**config.mk**
```make
export PLATFORM = sky130hd
export DESIGN_NAME = xcvr_cfg_loader
export DESIGN_NICKNAME = d
export VERILOG_FILES = /design/src/rtl/xcvr_cfg_pkg.sv /design/src/rtl/xcvr_cfg_rom.sv /design/src/rtl/xcvr_cfg_timer.sv /design/src/rtl/xcvr_cfg_seq.sv /design/src/rtl/xcvr_cfg_loader.sv
export SDC_FILE = /design/constraint.sdc
export NUM_CORES = 1
export LEC_CHECK = 0
export ABC_AREA = 1
export CAP_MARGIN = 40
export CORE_ASPECT_RATIO = 1.75
export CORE_UTILIZATION = 40
export CTS_CLUSTER_DIAMETER = 60
export DETAILED_ROUTE_END_ITERATION = 10
export PLACE_DENSITY = 0.68
export SYNTH_ARGS = -nofsm -noshare
export SYNTH_HDL_FRONTEND = slang
export SYNTH_HIERARCHICAL = 1
export SYNTH_SLANG_ARGS = --single-unit
```
**constraint.sdc**
```tcl
create_clock -name clk -period 2.35 [get_ports clk]
set_input_delay 0.3525 -clock clk [delete_from_list [all_inputs] [get_ports clk]]
set_output_delay 0.3525 -clock clk [all_outputs]
set_load 0.05 [all_outputs]
```
**src/rtl/xcvr_cfg_pkg.sv**
```systemverilog
package xcvr_cfg_pkg;

  typedef enum logic [1:0] {
    MODE_RX = 2'd0,
    MODE_TX = 2'd1,
    MODE_PD = 2'd2
  } cfg_mode_t;

  typedef enum logic [2:0] {
    ST_IDLE     = 3'd0,
    ST_PREP     = 3'd1,
    ST_BIT_HI   = 3'd2,
    ST_BIT_LO   = 3'd3,
    ST_LAT_RISE = 3'd4,
    ST_LAT_CLK  = 3'd5,
    ST_LAT_FALL = 3'd6
  } seq_state_t;

endpackage

```
**src/rtl/xcvr_cfg_rom.sv**
```systemverilog
module xcvr_cfg_rom #(
  parameter int          NUM_WORDS = 8,
  parameter int          WORD_W    = 16,
  parameter int          WIDX_W    = (NUM_WORDS > 1) ? $clog2(NUM_WORDS) : 1,
  parameter logic [7:0]  SEED_RX   = 8'h3C,
  parameter logic [7:0]  SEED_TX   = 8'hA5,
  parameter logic [7:0]  SEED_PD   = 8'h5A,
  parameter logic [7:0]  BYTE_STEP = 8'h1D
) (
  input  logic [1:0]        mode,
  input  logic [WIDX_W-1:0] word_idx,
  output logic [WORD_W-1:0] word
);
  localparam int BYTES_PER_WORD = WORD_W / 8;
  localparam int NUM_TABLES     = 3;

  function automatic logic [7:0] seed_of(input int m);
    case (m)
      0:       seed_of = SEED_RX;
      1:       seed_of = SEED_TX;
      default: seed_of = SEED_PD;
    endcase
  endfunction

  function automatic logic [WORD_W-1:0] word_of(input int m, input int w);
    logic [WORD_W-1:0] acc;
    acc = '0;
    for (int b = 0; b < BYTES_PER_WORD; b++) begin
      acc = {acc[WORD_W-9:0], seed_of(m) ^ 8'((w * BYTES_PER_WORD + b) * int'(BYTE_STEP))};
    end
    word_of = acc;
  endfunction

  logic [WORD_W-1:0] table_words [NUM_TABLES][NUM_WORDS];

  for (genvar gm = 0; gm < NUM_TABLES; gm++) begin : g_table
    for (genvar gw = 0; gw < NUM_WORDS; gw++) begin : g_word
      assign table_words[gm][gw] = word_of(gm, gw);
    end
  end

  always_comb begin
    case (mode)
      2'd0:    word = table_words[0][word_idx];
      2'd1:    word = table_words[1][word_idx];
      default: word = table_words[2][word_idx];
    endcase
  end

endmodule

```
**src/rtl/xcvr_cfg_timer.sv**
```systemverilog
module xcvr_cfg_timer #(
  parameter int HP_W = 8
) (
  input  logic            clk,
  input  logic            rst_n,
  input  logic            active,
  input  logic [HP_W-1:0] limit_m1,
  output logic            tick
);
  logic [HP_W-1:0] count_q;

  assign tick = active && (count_q == limit_m1);

  always_ff @(posedge clk) begin
    if (!rst_n) begin
      count_q <= '0;
    end else if (!active || tick) begin
      count_q <= '0;
    end else begin
      count_q <= count_q + 1'b1;
    end
  end

endmodule

```
**src/rtl/xcvr_cfg_seq.sv**
```systemverilog
module xcvr_cfg_seq
  import xcvr_cfg_pkg::*;
#(
  parameter int NUM_WORDS = 8,
  parameter int WORD_W    = 16,
  parameter int HP_W      = 8,
  parameter int WIDX_W    = (NUM_WORDS > 1) ? $clog2(NUM_WORDS) : 1,
  parameter int BIT_W     = $clog2(WORD_W)
) (
  input  logic              clk,
  input  logic              rst_n,
  input  logic              start,
  input  logic [1:0]        mode,
  input  logic [HP_W-1:0]   half_period,
  input  logic              tick,
  input  logic [WORD_W-1:0] word,
  output logic [1:0]        mode_sel,
  output logic [WIDX_W-1:0] word_idx,
  output logic              active,
  output logic [HP_W-1:0]   limit_m1,
  output logic              sclk,
  output logic              sdata,
  output logic              latch,
  output logic              done
);
  localparam logic [BIT_W-1:0]  LAST_BIT  = BIT_W'(WORD_W - 1);
  localparam logic [WIDX_W-1:0] LAST_WORD = WIDX_W'(NUM_WORDS - 1);

  seq_state_t        state_q;
  logic [BIT_W-1:0]  bit_q;
  logic [WIDX_W-1:0] word_q;
  logic [1:0]        mode_q;
  logic [HP_W-1:0]   hp_m1_q;
  logic              done_q;
  logic [BIT_W-1:0]  bit_sel;
  logic              cur_bit;

  assign mode_sel = mode_q;
  assign word_idx = word_q;
  assign active   = (state_q != ST_IDLE);
  assign limit_m1 = hp_m1_q;
  assign done     = done_q;
  assign bit_sel  = LAST_BIT - bit_q;
  assign cur_bit  = word[bit_sel];

  always_ff @(posedge clk) begin
    if (!rst_n) begin
      state_q <= ST_IDLE;
      bit_q   <= '0;
      word_q  <= '0;
      mode_q  <= MODE_RX;
      hp_m1_q <= '0;
      done_q  <= 1'b0;
    end else begin
      done_q <= 1'b0;
      case (state_q)
        ST_IDLE: begin
          if (start) begin
            state_q <= ST_PREP;
            mode_q  <= mode;
            hp_m1_q <= (half_period == '0) ? '0 : half_period - 1'b1;
            bit_q   <= '0;
            word_q  <= '0;
          end
        end
        ST_PREP: begin
          if (tick) state_q <= ST_BIT_HI;
        end
        ST_BIT_HI: begin
          if (tick) state_q <= ST_BIT_LO;
        end
        ST_BIT_LO: begin
          if (tick) begin
            if (bit_q == LAST_BIT) begin
              state_q <= ST_LAT_RISE;
            end else begin
              bit_q   <= bit_q + 1'b1;
              state_q <= ST_BIT_HI;
            end
          end
        end
        ST_LAT_RISE: begin
          if (tick) state_q <= ST_LAT_CLK;
        end
        ST_LAT_CLK: begin
          if (tick) state_q <= ST_LAT_FALL;
        end
        ST_LAT_FALL: begin
          if (tick) begin
            if (word_q == LAST_WORD) begin
              state_q <= ST_IDLE;
              done_q  <= 1'b1;
            end else begin
              word_q  <= word_q + 1'b1;
              bit_q   <= '0;
              state_q <= ST_BIT_HI;
            end
          end
        end
        default: state_q <= ST_IDLE;
      endcase
    end
  end

  always_comb begin
    sclk  = 1'b0;
    latch = 1'b0;
    sdata = 1'b0;
    case (state_q)
      ST_PREP:     sclk = 1'b1;
      ST_BIT_HI:   begin sclk = 1'b1; sdata = cur_bit; end
      ST_BIT_LO:   sdata = cur_bit;
      ST_LAT_RISE: begin latch = 1'b1; sdata = word[0]; end
      ST_LAT_CLK:  begin sclk = 1'b1; latch = 1'b1; sdata = word[0]; end
      ST_LAT_FALL: begin sclk = 1'b1; sdata = word[0]; end
      default: ;
    endcase
  end

endmodule

```
**src/rtl/xcvr_cfg_loader.sv**
```systemverilog
module xcvr_cfg_loader #(
  parameter int         NUM_WORDS = 8,
  parameter int         WORD_W    = 16,
  parameter int         HP_W      = 8,
  parameter logic [7:0] SEED_RX   = 8'h3C,
  parameter logic [7:0] SEED_TX   = 8'hA5,
  parameter logic [7:0] SEED_PD   = 8'h5A,
  parameter logic [7:0] BYTE_STEP = 8'h1D
) (
  input  logic            clk,
  input  logic            rst_n,
  input  logic            start,
  input  logic [1:0]      mode,
  input  logic [HP_W-1:0] half_period,
  output logic            cfg_sclk,
  output logic            cfg_sdata,
  output logic            cfg_latch,
  output logic            done
);
  localparam int WIDX_W = (NUM_WORDS > 1) ? $clog2(NUM_WORDS) : 1;

  logic [1:0]        mode_sel;
  logic [WIDX_W-1:0] word_idx;
  logic [WORD_W-1:0] word;
  logic              active;
  logic [HP_W-1:0]   limit_m1;
  logic              tick;

  xcvr_cfg_rom #(
    .NUM_WORDS(NUM_WORDS), .WORD_W(WORD_W), .WIDX_W(WIDX_W),
    .SEED_RX(SEED_RX), .SEED_TX(SEED_TX), .SEED_PD(SEED_PD),
    .BYTE_STEP(BYTE_STEP)
  ) u_rom (
    .mode(mode_sel), .word_idx(word_idx), .word(word)
  );

  xcvr_cfg_timer #(.HP_W(HP_W)) u_timer (
    .clk(clk), .rst_n(rst_n), .active(active),
    .limit_m1(limit_m1), .tick(tick)
  );

  xcvr_cfg_seq #(
    .NUM_WORDS(NUM_WORDS), .WORD_W(WORD_W), .HP_W(HP_W), .WIDX_W(WIDX_W)
  ) u_seq (
    .clk(clk), .rst_n(rst_n), .start(start), .mode(mode),
    .half_period(half_period), .tick(tick), .word(word),
    .mode_sel(mode_sel), .word_idx(word_idx), .active(active),
    .limit_m1(limit_m1), .sclk(cfg_sclk), .sdata(cfg_sdata),
    .latch(cfg_latch), .done(done)
  );

endmodule

```
==> flow_summary_export.csv <==
group,metric,value,unit
outcome,status,"completed",
sta,skew,0.00879,ns
sta,setup_violations,0,
route,first_pass_iters,4,
critical_path,slowest_stage,"dfxtp_2",
critical_path,worstPathArrival,1.89,ns
floorplanning,chipWidth,61.0,microns
power_and_ir_drop,p_clk_share,17.8,%
sta,max_freq,446,MHz
critical_path,critical_path_required,2.00,ns
place,dp_cells,495,
power_and_ir_drop,p_int,1.24,mW
sta,fin_crit_sh,95.3,%
final_layout,area_growth_syn_to_layout,18.6,%
critical_path,critPathMaxStageDelay,0.34,ns
critical_path,worstSetupEndpointType,"output pin",
floorplanning,fp.dieArea,6410,sq um
sta,maxSlewViolCount,0,
synth,synth.distinct_cells,30,
power_and_ir_drop,pwr-share-seq,29.2,%
power_and_ir_drop,vdd.ir_drop.worst,0.442,mV
critical_path,path_buf_inv,3,
floorplanning,die_h,105,microns
synth,synth_top_area_cell,"dfxtp_1",
floorplanning,start_util,41.4,%
synth,synth_top_area_share,23.9,%
sta,setup_tns,0,ns
floorplanning,placeableCoreArea,5880,sq um
sta,rsz0062_at_grt,"true",
synth,ys_seq_elements,29,
floorplanning,row_count,37,
cts,cts_buffers,5,
critical_path,r2r_slack,0.37,ns
final_layout,final_cell_mix,"nand2_1 (128), inv_1 (57), nand3_1 (39), nor2_1 (35), dfxtp_1 (26)",
hold_path,min_to,"u_seq/limit_m1[1]$_SDFFE_PN0P_",
power_and_ir_drop,p_sw_share,45.7,%
hold_path,worstHoldStart,"u_seq/limit_m1[1]$_SDFFE_PN0P_",
hold_path,holdPathStages,2,
synth,avgSynthCellArea,6.07,sq um
final_layout,final_cells,506,
final_layout,fin_nets,452,
sta,post-route-min-period,2.24,ns
cts,cts_tree,"yes",
route,via_count,2381,
final_layout,n_antenna_cell,0,
critical_path,r2r_cells,12,
critical_path,path_common_cell,"nand2_1",
sta,worst_pin_slew,0.501,ns
cts,numClockSinks,29,
sta,finalHoldViolations,0,
hold_path,hold_class,"flip-flop to flip-flop",
synth,ys_seq_area_share,23.9,%
place,numPortBuffers,16,
sta,slew_headroom,66.5,%
route,drc,0,
critical_path,path_cells,"buf_6 > buf_12 > ha_2 > nand2_1 > nand2_1 > nand2_1 > nand2_1 > nor2_1 > nor2_1 > nand2_1 > nand3b_1 > nand3_1 > nand2_1 > nand2_1 > nand2_2 > buf_12",
synth,netlist_top_cells_area,"dfxtp_1 (24%), nand2_1 (20%), inv_1 (9.6%)",
critical_path,critical_path.max_fanout,4,
critical_path,cp_top_family,"simple AND/OR/NAND/NOR gates",
power_and_ir_drop,p_leak,1.41,nW
critical_path,start_kind,"flip-flop",
cts,cts_max_level,2,
critical_path,worstSetupPathType,"flip-flop to output pin",
critical_path,reg2reg_from,"u_timer/count_q[2]$_SDFF_PP0_",
final_layout,layout_commonest_cell,"nand2_1",
synth,syn_area,2430,sq um
power_and_ir_drop,power.density,791,nW/um^2
place,dpl.hpwl,4260,microns
cts,cts.clk_slew.worst_paths,0.06,ns
final_layout,drive_gt1_share,16.8,%
power_and_ir_drop,combPwrFrac,53.0,%
final_layout,final_core_util,49.1,%
route,wl,5460,microns
sta,setup_slack,0.110,ns
final_layout,fillCellCount,632,
place,gp_congestion,0.933,
grt,grt_use_total,19.1,%
power_and_ir_drop,p_total,2.28,mW
grt,grt_pass1_wl,9350,microns
route,vias_per_cell,4.71,
cts,ctsLongestPathBuffers,2,
route,post_drt_wl_per_cell,10.8,microns
run,cap_violations,0,
power_and_ir_drop,p_switching,1.04,mW
floorplanning,pin_count,17,
cts,worst_skew_pair.late_latency,0.28,ns
cts,root_buffer,"clkbuf_8",
synth,ys_warn_count,6,
route,drtIter0Drc,83,
grt,antenna_found_initial,0,
synth,synthCells,401,
synth,synth_nets,425,
grt,grt.overflow.total,0,
critical_path,rr_endpoint,"u_seq/bit_q[2]$_SDFFE_PN0P_",
route,detail-route-antenna-nets,0,
grt,grt_pass1_vias,2295,
place,pre_cts_ws,0.210,ns
grt,grt_max_degree,16,
-- routing by layer --
layer / vias up / share of wire [%] / GRT usage [%]
met1: 1061 / 38 / 18.4
met5: - / 0 / 0
li1: 1281 / - / -
met3: 10 / 2.4 / 2.60
met2: 29 / 58 / 36.6
met4: 0 / 2.1 / 9.42
-- state kept, by name (all words and copies together), names as in the netlist --
| name | count |
|---|---|
| u_seq/state_q | 3 |
| u_seq/bit_q | 4 |
| u_seq/done | 1 |
| u_seq/word_idx | 3 |
| u_seq/limit_m1 | 8 |
| u_seq/mode_sel | 2 |
| u_timer/count_q | 8 |
-- final cells by class --
class	count	area, sq um	area share [%]
sequential	29	584	20.2
timing repair buffer	30	290	10.1
multi-input combinational	295	1560	54.1
clock buffer	7	86.3	2.99
tap	78	97.6	3.38
inverter	67	267	9.23
-- worst register-to-register path, delay by kind of cell (launching register included) --
family          cells  cell delay [ns]
flops               1             0.45
compound gates      1             0.06
buf+inv             1             0.13
xor+xnor            1             0.15
simple gates        9             1.06
-- cell usage after synthesis --
cell        n
xnor2_1     8
clkbuf_1    2
nor2_2     11
nand2_2     6
ha_1       11
inv_1      62
nand3b_1    2
nand2_4     3
buf_2       3
nand4_1     6
xor2_1      8
o21ai_0     6
nand3_1    40
nand2_1   132
inv_6       1
o21ai_1     2
o21bai_1    1
a31oi_1     1
nor3_1      1
nor2_8      1
inv_2       3
nor2_1     35
nor2_4      4
o211ai_1    1
a21oi_1    15
buf_4       1
nand3_2     1
inv_8       1
dfxtp_1    29
buf_6       4
-- timing repair --
item	4_1_cts	5_1_grt
setup buffers	0	4
setup endpoints to repair	1	1
resized for setup	3	19
endpoints found under the hold margin	0	0
cloned	0	0
hold buffers	0	0
pin swaps	1	11
-- power by group through the flow --
stage,clock network [mW],registers (mW),logic (mW)
finish,0.406,0.666,1.21
global route,0.443,0.679,1.39
CTS,0.421,0.667,1.20
detailed placement,0,0.678,1.20
global placement,0,0.676,1.18
floorplan,0,0.641,0.964
-- kinds of logic after synthesis --
| kind of cell | share of synthesized area, % |
|---|---|
| AOI/OAI and AO/OA | 5.60 |
| xor gates and xnor gates | 5.76 |
| and+or+nand+nor | 45.2 |
| adders and majority gates | 5.66 |
| buffers and inverters | 13.9 |
| DFF | 23.9 |
-- how the worst max path moves through the flow --
stage                                         from  cells after the start         to  slack [ns]
global placement    u_seq/word_idx[0]$_SDFFE_PN0P_                     18  cfg_sdata        0.26
global route        u_seq/word_idx[0]$_SDFFE_PN0P_                     18  cfg_sdata       -0.07
CTS                 u_seq/word_idx[0]$_SDFFE_PN0P_                     18  cfg_sdata       0.003
finish              u_seq/word_idx[0]$_SDFFE_PN0P_                     16  cfg_sdata        0.11
floorplan           u_seq/word_idx[0]$_SDFFE_PN0P_                     17  cfg_sdata        0.09
detailed placement  u_seq/word_idx[0]$_SDFFE_PN0P_                     18  cfg_sdata        0.21
-- per-stage QoR --
stage | area, sq um | hold slack (ns)
2_1_floorplan | 2430 | 0.436
3_3_place_gp | 2700 | 0.472
3_5_place_dp | 2700 | 0.478
4_1_cts | 2800 | 0.486
5_1_grt | 2890 | 0.516
6_report | 2890 | 0.484
Power figures use the tool's default switching activity.
